--- src/rtl/tbase_pkg.sv ---
package tbase_pkg;
  localparam int unsigned ADDR_W = 3;
  localparam logic [ADDR_W-1:0] ADR_CTRL   = 3'd0;
  localparam logic [ADDR_W-1:0] ADR_CNT_HI = 3'd1;
  localparam logic [ADDR_W-1:0] ADR_CNT_LO = 3'd2;
  localparam logic [ADDR_W-1:0] ADR_MOD_HI = 3'd3;
  localparam logic [ADDR_W-1:0] ADR_MOD_LO = 3'd4;
  // control register bit positions
  localparam int B_FLAG = 7;
  localparam int B_IE   = 6;
  localparam int B_HALT = 5;
  localparam int B_ZAP  = 4;
endpackage

--- src/rtl/tbase_extsync.sv ---
module tbase_extsync #(
  parameter int SYNC_STAGES = 2
) (
  input  logic clk,
  input  logic rst,
  input  logic pin_i,
  output logic rise_o
);
  logic [SYNC_STAGES-1:0] sync_q;
  logic last_q, flt_q, flt_d_q;
  logic smp;

  assign smp = sync_q[SYNC_STAGES-1];

  always_ff @(posedge clk) begin
    if (rst) begin
      sync_q  <= '0;
      last_q  <= 1'b0;
      flt_q   <= 1'b0;
      flt_d_q <= 1'b0;
    end else begin
      sync_q <= {sync_q[SYNC_STAGES-2:0], pin_i};
      last_q <= smp;
      // level changes only after two equal samples in a row
      if (smp && last_q)        flt_q <= 1'b1;
      else if (!smp && !last_q) flt_q <= 1'b0;
      flt_d_q <= flt_q;
    end
  end

  assign rise_o = flt_q & ~flt_d_q;
endmodule

--- src/rtl/tbase_prescaler.sv ---
module tbase_prescaler #(
  parameter int RATE_W = 3
) (
  input  logic              clk,
  input  logic              rst,
  input  logic              run_i,
  input  logic              clr_i,
  input  logic [RATE_W-1:0] rate_i,
  input  logic              ext_rise_i,
  output logic              tick_o
);
  localparam int PRE_W = (1 << RATE_W) - 2;
  localparam logic [RATE_W-1:0] EXT_CODE = '1;

  logic [PRE_W-1:0] pre_q;
  logic [PRE_W-1:0] mask;

  assign mask = ~({PRE_W{1'b1}} << rate_i);

  always_ff @(posedge clk) begin
    if (rst || clr_i) pre_q <= '0;
    else if (run_i)   pre_q <= pre_q + PRE_W'(1);
  end

  assign tick_o = (rate_i == EXT_CODE) ? ext_rise_i : ((pre_q & mask) == mask);
endmodule

--- src/rtl/tbase_count.sv ---
module tbase_count #(
  parameter int CNT_W = 16
) (
  input  logic             clk,
  input  logic             rst,
  input  logic             run_i,
  input  logic             clr_i,
  input  logic             tick_i,
  input  logic [CNT_W-1:0] mod_i,
  output logic [CNT_W-1:0] cnt_o,
  output logic             wrap_o
);
  logic [CNT_W-1:0] cnt_q;
  logic             wrap_q;

  always_ff @(posedge clk) begin
    if (rst) begin
      cnt_q  <= '0;
      wrap_q <= 1'b0;
    end else begin
      wrap_q <= 1'b0;
      if (clr_i) begin
        cnt_q <= '0;
      end else if (run_i && tick_i) begin
        if (cnt_q == mod_i) begin
          cnt_q  <= '0;
          wrap_q <= 1'b1;
        end else begin
          cnt_q <= cnt_q + CNT_W'(1);
        end
      end
    end
  end

  assign cnt_o  = cnt_q;
  assign wrap_o = wrap_q;
endmodule

--- src/rtl/tbase_regs.sv ---
module tbase_regs
  import tbase_pkg::*;
#(
  parameter int CNT_W  = 16,
  parameter int DATA_W = 8,
  parameter int RATE_W = 3
) (
  input  logic              clk,
  input  logic              rst,
  input  logic [ADDR_W-1:0] addr_i,
  input  logic [DATA_W-1:0] wdata_i,
  input  logic              wr_i,
  input  logic              rd_i,
  input  logic [CNT_W-1:0]  cnt_i,
  input  logic              wrap_i,
  output logic [DATA_W-1:0] rdata_o,
  output logic              halt_o,
  output logic              zap_o,
  output logic [RATE_W-1:0] rate_o,
  output logic [CNT_W-1:0]  mod_o,
  output logic              flag_o,
  output logic              inhibit_o,
  output logic              irq_o
);
  logic              flag_q, arm_q, ie_q, halt_q, inhibit_q, hold_vld_q;
  logic [RATE_W-1:0] rate_q;
  logic [CNT_W-1:0]  mod_q;
  logic [DATA_W-1:0] hold_q, rdata_q, ctrl_word;
  logic              ctrl_wr, ctrl_rd;

  assign ctrl_wr = wr_i && (addr_i == ADR_CTRL);
  assign ctrl_rd = rd_i && (addr_i == ADR_CTRL);
  assign zap_o   = ctrl_wr && wdata_i[B_ZAP];

  always_comb begin
    ctrl_word             = '0;
    ctrl_word[B_FLAG]     = flag_q;
    ctrl_word[B_IE]       = ie_q;
    ctrl_word[B_HALT]     = halt_q;
    ctrl_word[RATE_W-1:0] = rate_q;
  end

  always_ff @(posedge clk) begin
    if (rst) begin
      flag_q     <= 1'b0;
      arm_q      <= 1'b0;
      ie_q       <= 1'b0;
      halt_q     <= 1'b1;
      inhibit_q  <= 1'b0;
      hold_vld_q <= 1'b0;
      rate_q     <= '0;
      mod_q      <= '1;
      hold_q     <= '0;
      rdata_q    <= '0;
    end else begin
      if (ctrl_wr) begin
        ie_q   <= wdata_i[B_IE];
        halt_q <= wdata_i[B_HALT];
        rate_q <= wdata_i[RATE_W-1:0];
      end
      // a wrap wins over a pending clear and disarms it
      if (wrap_i && !inhibit_q) begin
        flag_q <= 1'b1;
        arm_q  <= 1'b0;
      end else if (ctrl_wr) begin
        if (arm_q && !wdata_i[B_FLAG]) flag_q <= 1'b0;
        arm_q <= 1'b0;
      end else if (ctrl_rd && flag_q) begin
        arm_q <= 1'b1;
      end
      if (wr_i && addr_i == ADR_MOD_HI) begin
        mod_q[CNT_W-1:DATA_W] <= wdata_i;
        inhibit_q             <= 1'b1;
      end
      if (wr_i && addr_i == ADR_MOD_LO) begin
        mod_q[DATA_W-1:0] <= wdata_i;
        inhibit_q         <= 1'b0;
      end
      if (rd_i) begin
        case (addr_i)
          ADR_CTRL:   rdata_q <= ctrl_word;
          ADR_CNT_HI: begin
            rdata_q    <= cnt_i[CNT_W-1:DATA_W];
            hold_q     <= cnt_i[DATA_W-1:0];
            hold_vld_q <= 1'b1;
          end
          ADR_CNT_LO: begin
            rdata_q    <= hold_vld_q ? hold_q : cnt_i[DATA_W-1:0];
            hold_vld_q <= 1'b0;
          end
          ADR_MOD_HI: rdata_q <= mod_q[CNT_W-1:DATA_W];
          ADR_MOD_LO: rdata_q <= mod_q[DATA_W-1:0];
          default:    rdata_q <= '0;
        endcase
      end
    end
  end

  assign rdata_o   = rdata_q;
  assign halt_o    = halt_q;
  assign rate_o    = rate_q;
  assign mod_o     = mod_q;
  assign flag_o    = flag_q;
  assign inhibit_o = inhibit_q;
  assign irq_o     = flag_q & ie_q;
endmodule

--- src/rtl/tbase_timer.sv ---
module tbase_timer
  import tbase_pkg::*;
#(
  parameter int CNT_W       = 16,
  parameter int DATA_W      = 8,
  parameter int RATE_W      = 3,
  parameter int SYNC_STAGES = 2
) (
  input  logic              clk,
  input  logic              rst,
  input  logic              ext_clk_i,
  input  logic [ADDR_W-1:0] bus_addr_i,
  input  logic [DATA_W-1:0] bus_wdata_i,
  input  logic              bus_wr_i,
  input  logic              bus_rd_i,
  output logic [DATA_W-1:0] bus_rdata_o,
  output logic [CNT_W-1:0]  cnt_o,
  output logic              ovf_o,
  output logic              irq_o
);
  logic              halt_w, zap_w, rise_w, tick_w, wrap_w, flag_w, inhibit_w;
  logic [RATE_W-1:0] rate_w;
  logic [CNT_W-1:0]  mod_w, cnt_w;

  tbase_extsync #(.SYNC_STAGES(SYNC_STAGES)) u_sync (
    .clk(clk), .rst(rst), .pin_i(ext_clk_i), .rise_o(rise_w)
  );

  tbase_prescaler #(.RATE_W(RATE_W)) u_pre (
    .clk(clk), .rst(rst), .run_i(!halt_w), .clr_i(zap_w),
    .rate_i(rate_w), .ext_rise_i(rise_w), .tick_o(tick_w)
  );

  tbase_count #(.CNT_W(CNT_W)) u_cnt (
    .clk(clk), .rst(rst), .run_i(!halt_w), .clr_i(zap_w), .tick_i(tick_w),
    .mod_i(mod_w), .cnt_o(cnt_w), .wrap_o(wrap_w)
  );

  tbase_regs #(.CNT_W(CNT_W), .DATA_W(DATA_W), .RATE_W(RATE_W)) u_regs (
    .clk(clk), .rst(rst), .addr_i(bus_addr_i), .wdata_i(bus_wdata_i),
    .wr_i(bus_wr_i), .rd_i(bus_rd_i), .cnt_i(cnt_w), .wrap_i(wrap_w),
    .rdata_o(bus_rdata_o), .halt_o(halt_w), .zap_o(zap_w), .rate_o(rate_w),
    .mod_o(mod_w), .flag_o(flag_w), .inhibit_o(inhibit_w), .irq_o(irq_o)
  );

  assign cnt_o = cnt_w;
  assign ovf_o = wrap_w;
endmodule

--- config.mk ---
export PLATFORM = sky130hd
export DESIGN_NAME = tbase_timer
export DESIGN_NICKNAME = d
export VERILOG_FILES = /design/src/rtl/tbase_pkg.sv /design/src/rtl/tbase_extsync.sv /design/src/rtl/tbase_prescaler.sv /design/src/rtl/tbase_count.sv /design/src/rtl/tbase_regs.sv /design/src/rtl/tbase_timer.sv
export SDC_FILE = /design/constraint.sdc
export NUM_CORES = 1
export LEC_CHECK = 0
export CORE_ASPECT_RATIO = 2
export CORE_MARGIN = 5
export CORE_UTILIZATION = 45
export CTS_BUF_LIST = sky130_fd_sc_hd__clkbuf_8
export CTS_CLUSTER_DIAMETER = 150
export DETAILED_ROUTE_END_ITERATION = 6
export DONT_BUFFER_PORTS = 1
export GPL_ROUTABILITY_DRIVEN = 1
export SLEW_MARGIN = 20
export SYNTH_ARGS = -nofsm -noshare
export SYNTH_HDL_FRONTEND = slang
export SYNTH_HIERARCHICAL = 1
export SYNTH_SLANG_ARGS = --single-unit
--- constraint.sdc ---
create_clock -name clk -period 2.6 [get_ports clk]
set_input_delay 0.26 -clock clk [delete_from_list [all_inputs] [get_ports clk]]
set_output_delay 0.26 -clock clk [all_outputs]
set_load 0.005 [all_outputs]
* After elaboration in Yosys (flattened, before gate mapping)
Index checks and enable logic that the tools add are counted.
** Cells by class
- Reduce and logical (&&, ||, !) cells :: 29
- Div/mod/pow operators :: 0
- Equality and inequality tests :: 7
- Muxes and demuxes :: 11
- $lt $le $gt $ge :: 0
- Shifts and indexed selects :: 1
- Bitwise logic cells :: 6
- Add/sub/neg operators :: 2
- $mul :: 0
** Operators with widths (number)
- $pmux 8 s5 :: 1
- $add 16x1->16 const B :: 1
- $eq 16x16->1 :: 1
- $mux 16 :: 1
- $logic_and 1x1->1 :: 11
- $mux 8 :: 1
- $reduce_bool 2->1 :: 4
- $mux 1 :: 7
- $add 6x1->6 const B :: 1
- $and 6x6->6 :: 1
- $eq 3x2->1 const B :: 2
- $eq 3x3->1 const B :: 2
- $eq 6x6->1 :: 1
- $not 6->6 :: 1
- $reduce_and 2->1 :: 3
- $reduce_or 3->1 :: 2
- $shl 6x3->6 const A :: 1
- $logic_not 1->1 :: 5
- $reduce_or 2->1 :: 2
- $eq 3x1->1 const B :: 1
- $logic_not 3->1 :: 1
- $and 1x1->1 :: 2
- $not 1->1 :: 2
- $pmux 1 s2 :: 1
- $logic_or 1x1->1 :: 1
** Word-level totals
- Word-level logic and storage cells :: 74
- Latch bits :: 0
- Input bits :: 16
- Output and inout bits :: 26
- Memory bits (read-only) :: 0
- Memory bits (writable) :: 0
- Memories :: 0
- Flip-flop bits (word level) :: 69

* Depth between registers and ports, before layout
Gate-level depths: netlist of run 1.
- Depth after elaboration :: 8
- Mapped depth :: 9
- Mapped depth without buffers :: 8

* By module
The synthesis of run 1 kept the hierarchy.
** Modules (own cells, without submodules)
- tbase_regs :: cells each 200, seq. area each 820.8 um2, area each 1984.4 um2, times used 1
- tbase_count :: cells each 103, seq. area each 340.3 um2, area each 922.1 um2, times used 1
- tbase_prescaler :: cells each 37, seq. area each 120.1 um2, area each 317.8 um2, times used 1
- tbase_extsync :: cells each 13, seq. area each 100.1 um2, area each 157.7 um2, times used 1
- tbase_timer :: cells each 1, seq. area each 0.0 um2, area each 3.8 um2, times used 1

* Least setup slack after synthesis of run 1
Ideal clock, no wire load.
- Path type :: register to register
- Start :: reg u_pre.pre_q[1]
- End :: reg u_cnt.cnt_q[9] (netlist: u_cnt/cnt_o[9])
- Data required time :: 2.485 ns
- Stages on the path, launching flop included :: 10
- Buffers on the path :: 2
- Arrival time :: 1.737 ns
- Slack :: 0.749 ns
- Library setup time :: 0.115 ns
- Period minus slack after synthesis :: 1.851 ns
- Cells stage by stage :: dfxtp_1 and3b_1 a311oi_1 o31ai_1 and2_1 clkbuf_1 nand2_1 o21ai_4 buf_6 nor2_1
** Between the ends
- Cells in the longest elaborated chain, start to end :: 4
** Ends and longest elaborated chain
- start, declared :: RTL line tbase_prescaler.sv:15 : logic [PRE_W-1:0] pre_q;
- start signal, assigned :: RTL line tbase_prescaler.sv:22 : else if (run_i) pre_q <= pre_q + PRE_W'(1);
- $and 6x6->6 :: RTL line tbase_prescaler.sv:25 : assign tick_o = (rate_i == EXT_CODE) ? ext_rise_i : ((pre_q & mask) == mask);
- $eq 6x6->1 :: RTL line tbase_prescaler.sv:25
- $mux 1 :: RTL line tbase_prescaler.sv:25
- net tick_w :: RTL line tbase_timer.sv:21 : logic halt_w, zap_w, rise_w, tick_w, wrap_w, flag_w, inhibit_w;
- $logic_and 1x1->1 :: RTL line tbase_count.sv:24 : end else if (run_i && tick_i) begin
- end signal, assigned :: RTL line tbase_count.sv:29 : cnt_q <= cnt_q + CNT_W'(1);
- end, declared :: RTL line tbase_count.sv:13 : logic [CNT_W-1:0] cnt_q;
The timed path passes the listed nets, and every way through them passes these cells.
A chain may end at the register's enable or synchronous reset.

* Worst setup path in the final report of run 1
- Start :: reg u_pre.pre_q[1]
- End :: reg u_cnt.cnt_q[13] (netlist: u_cnt/cnt_o[13])
Same word-level chain as after synthesis.

==> impl_metrics.ini, run 1 <==
[sta]
fin_crit_sh = 0.805
setup_tns_ps = 0
tightest_slew_ps = 963
fin_crit_ps = 2090
rsz0062_at_grt = no
setup_viol = 0
fmax_mhz = 478
drv_slew = 0
slew-limit-headroom = 0.356
hold_violations = 0
fin_skew_ps = 8.91

[hold_path]
min_from = rst
whs_path_depth = 1
min_to = u_regs/mod_o[13]$_SDFFE_PP1P_
hp-class = in2reg

[cells_and_area]
postLayoutCoreUtil = 0.498
synthToLayoutAreaGrowth_pct = 7.80
n_antenna_cell = 0
nets = 371
num-fill-cells = 701
drive_gt1_frac = 0.129

[route]
via_per_inst = 5.74
drtIter0Drc = 150
first_pass_iters = 4
ant_nets = 0
drc = 0
wl_per_cell_microns = 20.4
vias = 2570
routed_wl_microns = 9130

[die]
design.core.area_sq_um = 7320
ios = 42
die-area_sq_um = 9460
num_rows = 44
chipHeight_microns = 133
initial_core_util = 0.462
die_x_microns = 71.3

[setup_path]
r2r_cells = 7
cp_num_cells = 7
cp_data_arrival_time_ps = 2300
start_kind = register
r2r_end = u_cnt/cnt_o[13]$_SDFFE_PP0N_
reg2reg_slack_ps = 510
cpPeakStageDelay_ps = 420
critPathLaunch = u_pre/pre_q[1]$_SDFFE_PP0P_
slowest_stage = dfxtp_1
end_kind = register
critical_path_class = reg2reg
cp_cell_sequence = and3b_1 -> a311oi_1 -> o31ai_1 -> and2_1 -> nand2_1 -> o21ai_4 -> nor2_1
worst-path-buf-inv = 0
rr_startpoint = u_pre/pre_q[1]$_SDFFE_PP0P_
cp.required_ps = 2810
cp_max_fo = 16
critPathTopFamily = simple AND/OR/NAND/NOR gates

[synth]
synth_seq_cells = 69
synth_edf_count = 0
syn-cell-area_sq_um = 3390
synth_seq_area_share = 0.408
synth_ff_type = dfxtp_1
syn_inst = 354
netlist_top_cells_area = dfxtp_1 (41%), xor2_1 (7.0%), mux2_2 (5.7%)
avgSynthCellArea_sq_um = 9.56
synth-warning-count = 6
synth_top_cell_by_area = dfxtp_1
ys_async_sr_fraction = 0
postSynthNetCount = 373
synth.top_cell.area_share = 0.408
ys_types = 55

[run_status]
status = finished clean

[power_and_ir_drop]
clkPwrFrac = 0.432
power_frac_seq = 0.509
netSwitchingFraction = 0.219
combPwrFrac = 0.058
ir_drop_mv = 0.334
power-per-cell-area_nw_per_um2 = 595
internal_power_mw = 1.70
p_leak_nw = 1.31
p_sw_uw = 475

[global_routing]
grt_usage = 0.197
grt_pass1_wl_microns = 14200
antenna_found_initial = 0
grt_max_degree = 24
overflow = 0
first_global_vias = 2618

[placement]
io_buffers = 0
dp_hpwl_microns = 6550
routabilityCongestion = 0.847

[cts]
cts_setup_buffers = 0
clk_latency_ps = 340
clk_pin_slew_ps = 70
root_buffer = clkbuf_8
cts_tree = yes
clk_path_buf_depth = 2
cts_made_buffers = 9
cts_sinks = 69
htreeDepth = 3
cts_resized = 0

[run]
max_cap_violations = 0
-- power by group through the flow --
stage          logic [mW]  clock network, mW  registers (mW)
4_1_cts             0.126              0.962            1.11
5_1_grt             0.137               1.00            1.11
2_1_floorplan       0.120                  0            1.12
3_3_place_gp        0.114                  0            1.13
3_5_place_dp        0.116                  0            1.13
6_report            0.127              0.939            1.11
-- how the worst max path moves through the flow --
stage | end
after CTS | u_cnt/cnt_o[13]$_SDFFE_PP0N_
after global routing | u_cnt/cnt_o[13]$_SDFFE_PP0N_
final | u_cnt/cnt_o[13]$_SDFFE_PP0N_
after detailed placement | u_cnt/cnt_o[5]$_SDFFE_PP0N_
after global placement | u_cnt/cnt_o[5]$_SDFFE_PP0N_
after floorplan | u_cnt/cnt_o[9]$_SDFFE_PP0N_
-- cells by family after synthesis --
kind of cell | share of synthesized area
mux | 0.0891
fa+ha+maj | 0.0111
compound gates | 0.131
xor+xnor | 0.0905
simple gates | 0.229
flops | 0.408
buf+inv | 0.0406
-- worst register-to-register path: stages (launching register included) --
cell	delay (ps)
dfxtp_1	420
and3b_1	190
a311oi_1	50
o31ai_1	240
and2_1	350
nand2_1	190
o21ai_4	420
nor2_1	100
-- per-stage QoR --
| step | hold slack (ps) | cells | instance area, sq um | power, mW | setup slack (ps) |
|---|---|---|---|---|---|
| 3_3_place_gp | 338 | 430 | 3410 | 1.24 | 615 |
| 2_1_floorplan | 332 | 354 | 3390 | 1.24 | 749 |
| 4_1_cts | 0.672 | 448 | 3650 | 2.19 | 517 |
| 6_report | 17.1 | 448 | 3650 | 2.17 | 508 |
| 3_5_place_dp | 341 | 430 | 3410 | 1.25 | 551 |
| 5_1_grt | 6.05 | 448 | 3650 | 2.25 | 303 |
-- layout by cell type, fill, tap and decap left out, types with 4 or more instances in the layout --
| cell | synthesis | layout |
|---|---|---|
| and3_1 | 4 | 4 |
| nor2_1 | 43 | 43 |
| nand2b_1 | 5 | 5 |
| dfxtp_1 | 69 | 69 |
| nand4_1 | 4 | 4 |
| a21oi_1 | 10 | 10 |
| a211o_1 | 16 | 16 |
| mux2i_1 | 11 | 11 |
| a211oi_1 | 6 | 6 |
| nand2_1 | 21 | 21 |
| nor2b_1 | 14 | 14 |
| nand3_1 | 8 | 8 |
| mux2_2 | 17 | 17 |
| and2_0 | 8 | 8 |
| nor3_1 | 6 | 6 |
| and2_1 | 5 | 5 |
| inv_1 | 4 | 4 |
| clkbuf_8 | 0 | 10 |
| xor2_1 | 27 | 27 |
| xnor2_1 | 8 | 8 |
| a22oi_1 | 4 | 4 |
-- cell type report --
| type | count | area [sq um] | area share |
|---|---|---|---|
| timing repair buffer | 6 | 52.6 | 0.0144 |
| tap | 92 | 115 | 0.0315 |
| inverter | 4 | 15.0 | 0.00411 |
| multi-input combinational | 262 | 1870 | 0.513 |
| sequential | 69 | 1380 | 0.378 |
| clock inverter | 5 | 75.1 | 0.0206 |
| clock buffer | 10 | 138 | 0.0377 |
-- synth_stat cells (5+ instances only) --
cell type	instances
dfxtp_1	69
nor2_1	43
xor2_1	27
nand2_1	21
mux2_2	17
a211o_1	16
nor2b_1	14
mux2i_1	11
a21oi_1	10
and2_0	8
clkbuf_1	8
nand3_1	8
xnor2_1	8
a211oi_1	6
nor3_1	6
and2_1	5
buf_6	5
nand2b_1	5
-- registers in the layout, indices dropped and copies added, names as in the netlist --
name and cells:
u_regs/inhibit_o 1, u_pre/pre_q 6, u_regs/flag_o 1, u_regs/rdata_o 8, u_regs/hold_q 8, u_cnt/cnt_o 16
u_regs/halt_o 1, u_sync/sync_q 2, u_regs/hold_vld_q 1, u_regs/rate_o 3, u_regs/mod_o 16, u_cnt/wrap_o 1
u_regs/arm_q 1, u_sync/flt_q 1, u_sync/flt_d_q 1, u_regs/ie_q 1, u_sync/last_q 1
-- layer usage --
metal	vias to the layer above	global-route usage	part of all wire
met4	0	0.133	0.053
met5	-	0	0
li1	1243	-	-
met2	97	0.342	0.51
met1	1199	0.190	0.35
met3	31	0.0699	0.080
-- what timing repair did --
item / 4_1_cts / 5_1_grt
hold buffers: 3 / 0
endpoints found under the hold margin: 24 / 0
endpoints found under the setup margin: 0 / 0
Power figures use the tool's default switching activity.
==> run 2: changes to the inputs <==
Settings changed: ABC_AREA from default to 1.
Clock period 2.6 ns to 1.8 ns, I/O delays scaled along.
==> impl_metrics.ini, run 2 <==
[run_status]
status = finished clean

[synth]
synth.top_cell.area_share = 0.381
ys_async_sr_fraction = 0
synth_top_cell_by_area = dfxtp_1
synth_edf_count = 0
syn_inst = 534
yosysMostFrequentCell = nand2_1
synth-warning-count = 6
syn-cell-area_sq_um = 3630
synth_seq_cells = 69
ys_types = 38
avgSynthCellArea_sq_um = 6.79
ys_top_cells_by_count = nand2_1 (177), dfxtp_1 (69), nor2_1 (55)
synth_ff_type = dfxtp_1
netlist_top_cells_area = dfxtp_1 (38%), nand2_1 (18%), nand3_1 (6.6%)
postSynthNetCount = 553
synth_seq_area_share = 0.381

[sta]
fin_skew_ps = 9.46
tightest_slew_ps = 826
fin_crit_ps = 1720
fin_crit_sh = 0.956
fmax_mhz = 581
drv_slew = 0
setup_viol = 0
setup_ws_ps = 79.6
hold_violations = 0
worst_hold_slack_ps = 21.7
slew-limit-headroom = 0.447

[hold_path]
min_from = bus_rd_i
hp-class = in2reg

[die]
ios = 42
chipHeight_microns = 137
num_rows = 46
initial_core_util = 0.460
design.core.area_sq_um = 7890
die-area_sq_um = 10100
die_x_microns = 73.5

[setup_path]
cp_cell_sequence = or2_0 -> nand2_1 -> nand2_1 -> o21ai_2 -> nand2_2 -> inv_2 -> nand3_2 -> nor2_2 -> nand2_1 -> o21ai_1 -> nor2_2
slowest_stage = dfxtp_2
critPathLaunch = u_regs/rate_o[0]$_SDFFE_PP0P_
cp.required_ps = 2050
end_kind = register
cp_max_fo = 4
cpPeakStageDelay_ps = 340
start_kind = register
critPathMostFrequentCell = nand2_1
cp_data_arrival_time_ps = 1970
rr_startpoint = u_regs/rate_o[0]$_SDFFE_PP0P_
critical_path_class = reg2reg

[cells_and_area]
layout_common_cells = nand2_1 (173), dfxtp_1 (61), inv_1 (50)
n_antenna_cell = 0
final_common_cell = nand2_1
finish.instance_area_sq_um = 4180
drive_gt1_frac = 0.150
nets = 574
synthToLayoutAreaGrowth_pct = 15.2

[cts]
clk_latency_ps = 360
htreeDepth = 3
clk_pin_slew_ps = 80
cts_tree = yes
root_buffer = clkbuf_8
clk_path_buf_depth = 2
cts_made_buffers = 9
cts_sinks = 69

[route]
via_per_inst = 5.13
ant_nets = 0
routed_wl_microns = 10700
vias = 3363
drtIter0Drc = 268
drc = 0
wl_per_cell_microns = 16.3
first_pass_iters = 5

[power_and_ir_drop]
power-per-cell-area_nw_per_um2 = 827
ir_drop_mv = 0.532
power_mw = 3.46
p_leak_nw = 1.88

[placement]
io_buffers = 0
preCtsSetupSlack_ps = 5.37
dpl_cell_area_sq_um = 3720
routabilityCongestion = 0.887
dp_hpwl_microns = 7900

[global_routing]
grt_usage = 0.215
overflow = 0
antenna_found_initial = 0
first_global_vias = 3199
grt_max_degree = 21
grt_pass1_wl_microns = 16300

[run]
max_cap_violations = 0
-- run 2: logic make-up (layout without fill, tap and decap cells) --
| family | count (synthesis) | count (layout) | share of synthesized area |
|---|---|---|---|
| AOI/OAI and AO/OA | 55 | 55 | 0.0834 |
| xor gates and xnor gates | 13 | 13 | 0.0314 |
| adders and majority gates | 3 | 3 | 0.0103 |
| buffers and inverters | 77 | 102 | 0.0983 |
| DFF | 69 | 69 | 0.381 |
| and+or+nand+nor | 317 | 318 | 0.396 |
-- run 2: per-stage QoR --
stage / setup TNS, ps / utilization / instances
after floorplan: 0 / - / 534
after global placement: 0 / 0.471 / 627
after detailed placement: 0 / 0.471 / 627
after CTS: 0 / 0.519 / 654
after global routing: -16.6 / 0.530 / 656
final: 0 / 0.530 / 656
-- run 2: where the power goes --
group / total (mW) / internal, mW / switching, mW
combinational: 0.257 / 0.0949 / 0.162
clock: 1.60 / 0.998 / 0.605
sequential: 1.60 / 1.56 / 0.0353
total: 3.46 / 2.66 / 0.802
-- run 2: path summary, 6_finish.rpt --
path | slack [ps] | endpoint | cells after the start
setup / recovery | 80 | u_cnt/cnt_o[8]$_SDFFE_PP0N_ | 11
hold / removal | 20 | u_regs/arm_q$_SDFFE_PP0P_ | 2
setup reg to reg | 80 | u_cnt/cnt_o[8]$_SDFFE_PP0N_ | 11
hold reg to reg | 410 | u_sync/sync_q[1]$_SDFF_PP0_ | 2
-- run 2: worst max-delay path: cells and delay by family (launching register included) --
| family | cells | cell delay [ps] |
|---|---|---|
| buffers and inverters | 1 | 120 |
| AO/OA/AOI/OAI | 2 | 300 |
| AND/OR/NAND/NOR | 8 | 860 |
| flip-flops | 1 | 340 |
-- run 2: area by class of cell --
| class | count | area, sq um |
|---|---|---|
| clock buffers | 11 | 151 |
| inverters | 64 | 249 |
| repair buffers | 22 | 193 |
| clock inverters | 5 | 106 |
| well taps | 96 | 120 |
| multi-input cells | 389 | 1970 |
| flip-flops and latches | 69 | 1390 |
| fillers | 798 | 3700 |
-- run 2: routing by layer --
layer  up-vias  share of wire  track usage
li1       1731              -            -
met1      1530           0.36        0.218
met2        79           0.55        0.388
met3        23          0.053       0.0566
met4         0          0.041        0.113
met5         -              0            0
-- run 2: what timing repair did --
action	in CTS	in global routing
setup buffers	0	1
hold buffers	11	0
resized for setup	3	25
pin swaps	1	8
cloned	0	1
endpoints found under the hold margin	35	0
endpoints found under the setup margin	3	17
==> run 3: changes to the inputs <==
Settings changed: CORE_ASPECT_RATIO 2 to 1.25.
==> impl_metrics.ini, run 3 (synthesis gave the netlist of run 2 again) <==
[cts]
clk_path_buf_depth = 2
htreeDepth = 3
root_buffer = clkbuf_8
clk_latency_ps = 350
cts_sinks = 69
cts_made_buffers = 9
cts_tree = yes
clk_pin_slew_ps = 70

[setup_path]
start_kind = register
cp_max_fo = 4
end_kind = register
cp.required_ps = 2100
critical_path_class = reg2reg
cp_data_arrival_time_ps = 1990
reg2reg_slack_ps = 110

[die]
num_rows = 36
chipHeight_microns = 110
design.core.area_sq_um = 7840
initial_core_util = 0.463
die-area_sq_um = 9970
ios = 42
die_x_microns = 90.3

[route]
vias = 3447
ant_nets = 0
drtIter0Drc = 269
via_per_inst = 5.25
routed_wl_microns = 10200
wl_per_cell_microns = 15.6
drc = 0
first_pass_iters = 5

[cells_and_area]
drive_gt1_frac = 0.141
layout_common_cells = nand2_1 (175), dfxtp_1 (63), inv_1 (52)
synthToLayoutAreaGrowth_pct = 13.1
nets = 576
n_antenna_cell = 0
final_common_cell = nand2_1
postLayoutCoreUtil = 0.524

[sta]
fin_crit_sh = 0.941
fin_crit_ps = 1690
rsz0062_at_grt = no
tightest_slew_ps = 782
setup_tns_ps = 0
worst_hold_slack_ps = 37.8
setup_viol = 0
hold_violations = 0
slew-limit-headroom = 0.477
fin_skew_ps = 8.04
fmax_mhz = 590
drv_slew = 0

[hold_path]
hp-class = in2reg

[run_status]
status = finished clean

[power_and_ir_drop]
p_leak_nw = 1.86
ir_drop_mv = 0.430
power-per-cell-area_nw_per_um2 = 757

[global_routing]
first_global_vias = 3224
grt_pass1_wl_microns = 16400
overflow = 0
antenna_found_initial = 0
grt_max_degree = 27
grt_usage = 0.214

[placement]
io_buffers = 0
routabilityCongestion = 0.872
dp_hpwl_microns = 7470

[run]
max_cap_violations = 0
[run 3: critical path, stage by stage (launching register included)]
cell	delay, ps
dfxtp_2	360
nand2_1	80
o21ai_1	140
nand2_1	80
o21ai_2	140
nand2_2	120
inv_4	100
nand2_1	120
nor2_1	170
nand2_1	90
xor2_1	150
nor2_1	100
[run 3: where the power goes]
group	internal (mW)	switching (mW)	leakage [nW]
sequential	1.57	0.0338	0.563
clock	0.663	0.590	0.105
combinational	0.0954	0.159	1.19
total	2.32	0.783	1.86
[run 3: timing repair]
action                                 in CTS  in global routing
endpoints found under the hold margin      35                  1
gates resized for setup                     1                 20
setup endpoints to repair                   1                 16
gates cloned                                0                  1
setup buffers                               0                  1
pin swaps                                   0                  6
hold buffers                               11                  1
[run 3: final timing paths]
check	start	to	cells past startpoint
min	bus_rd_i	u_regs/rdata_o[0]$_SDFFE_PP0P_	2
max	u_pre/pre_q[2]$_SDFFE_PP0P_	u_cnt/cnt_o[9]$_SDFFE_PP0N_	11
max reg2reg	u_pre/pre_q[2]$_SDFFE_PP0P_	u_cnt/cnt_o[9]$_SDFFE_PP0N_	11
min reg2reg	u_sync/sync_q[0]$_SDFF_PP0_	u_sync/sync_q[1]$_SDFF_PP0_	2
[run 3: layout make-up]
type | count | area [sq um]
Sequential cell | 69 | 1390
Tap cell | 95 | 119
Timing Repair Buffer | 24 | 210
Clock buffer | 10 | 138
Clock inverter | 6 | 55.1
Fill cell | 813 | 3730
Inverter | 64 | 251
Multi-Input combinational cell | 389 | 1940
[run 3: per-stage QoR]
| step | power [mW] | worst slack, ps | cell area (sq um) | instances |
|---|---|---|---|---|
| after floorplan | 1.82 | 162 | 3630 | 534 |
| after global placement | 1.84 | 31.6 | 3720 | 627 |
| after detailed placement | 1.85 | 5.99 | 3720 | 627 |
| after CTS | 3.13 | 0.0511 | 4030 | 654 |
| after global routing | 3.26 | 5.60 | 4100 | 657 |
| final | 3.11 | 106 | 4100 | 657 |
[run 3: per-layer routing]
metal  GRT usage  share of wire
met5           0              0
met4      0.0989          0.028
met3      0.0665          0.073
met2       0.368           0.48
met1       0.243           0.41
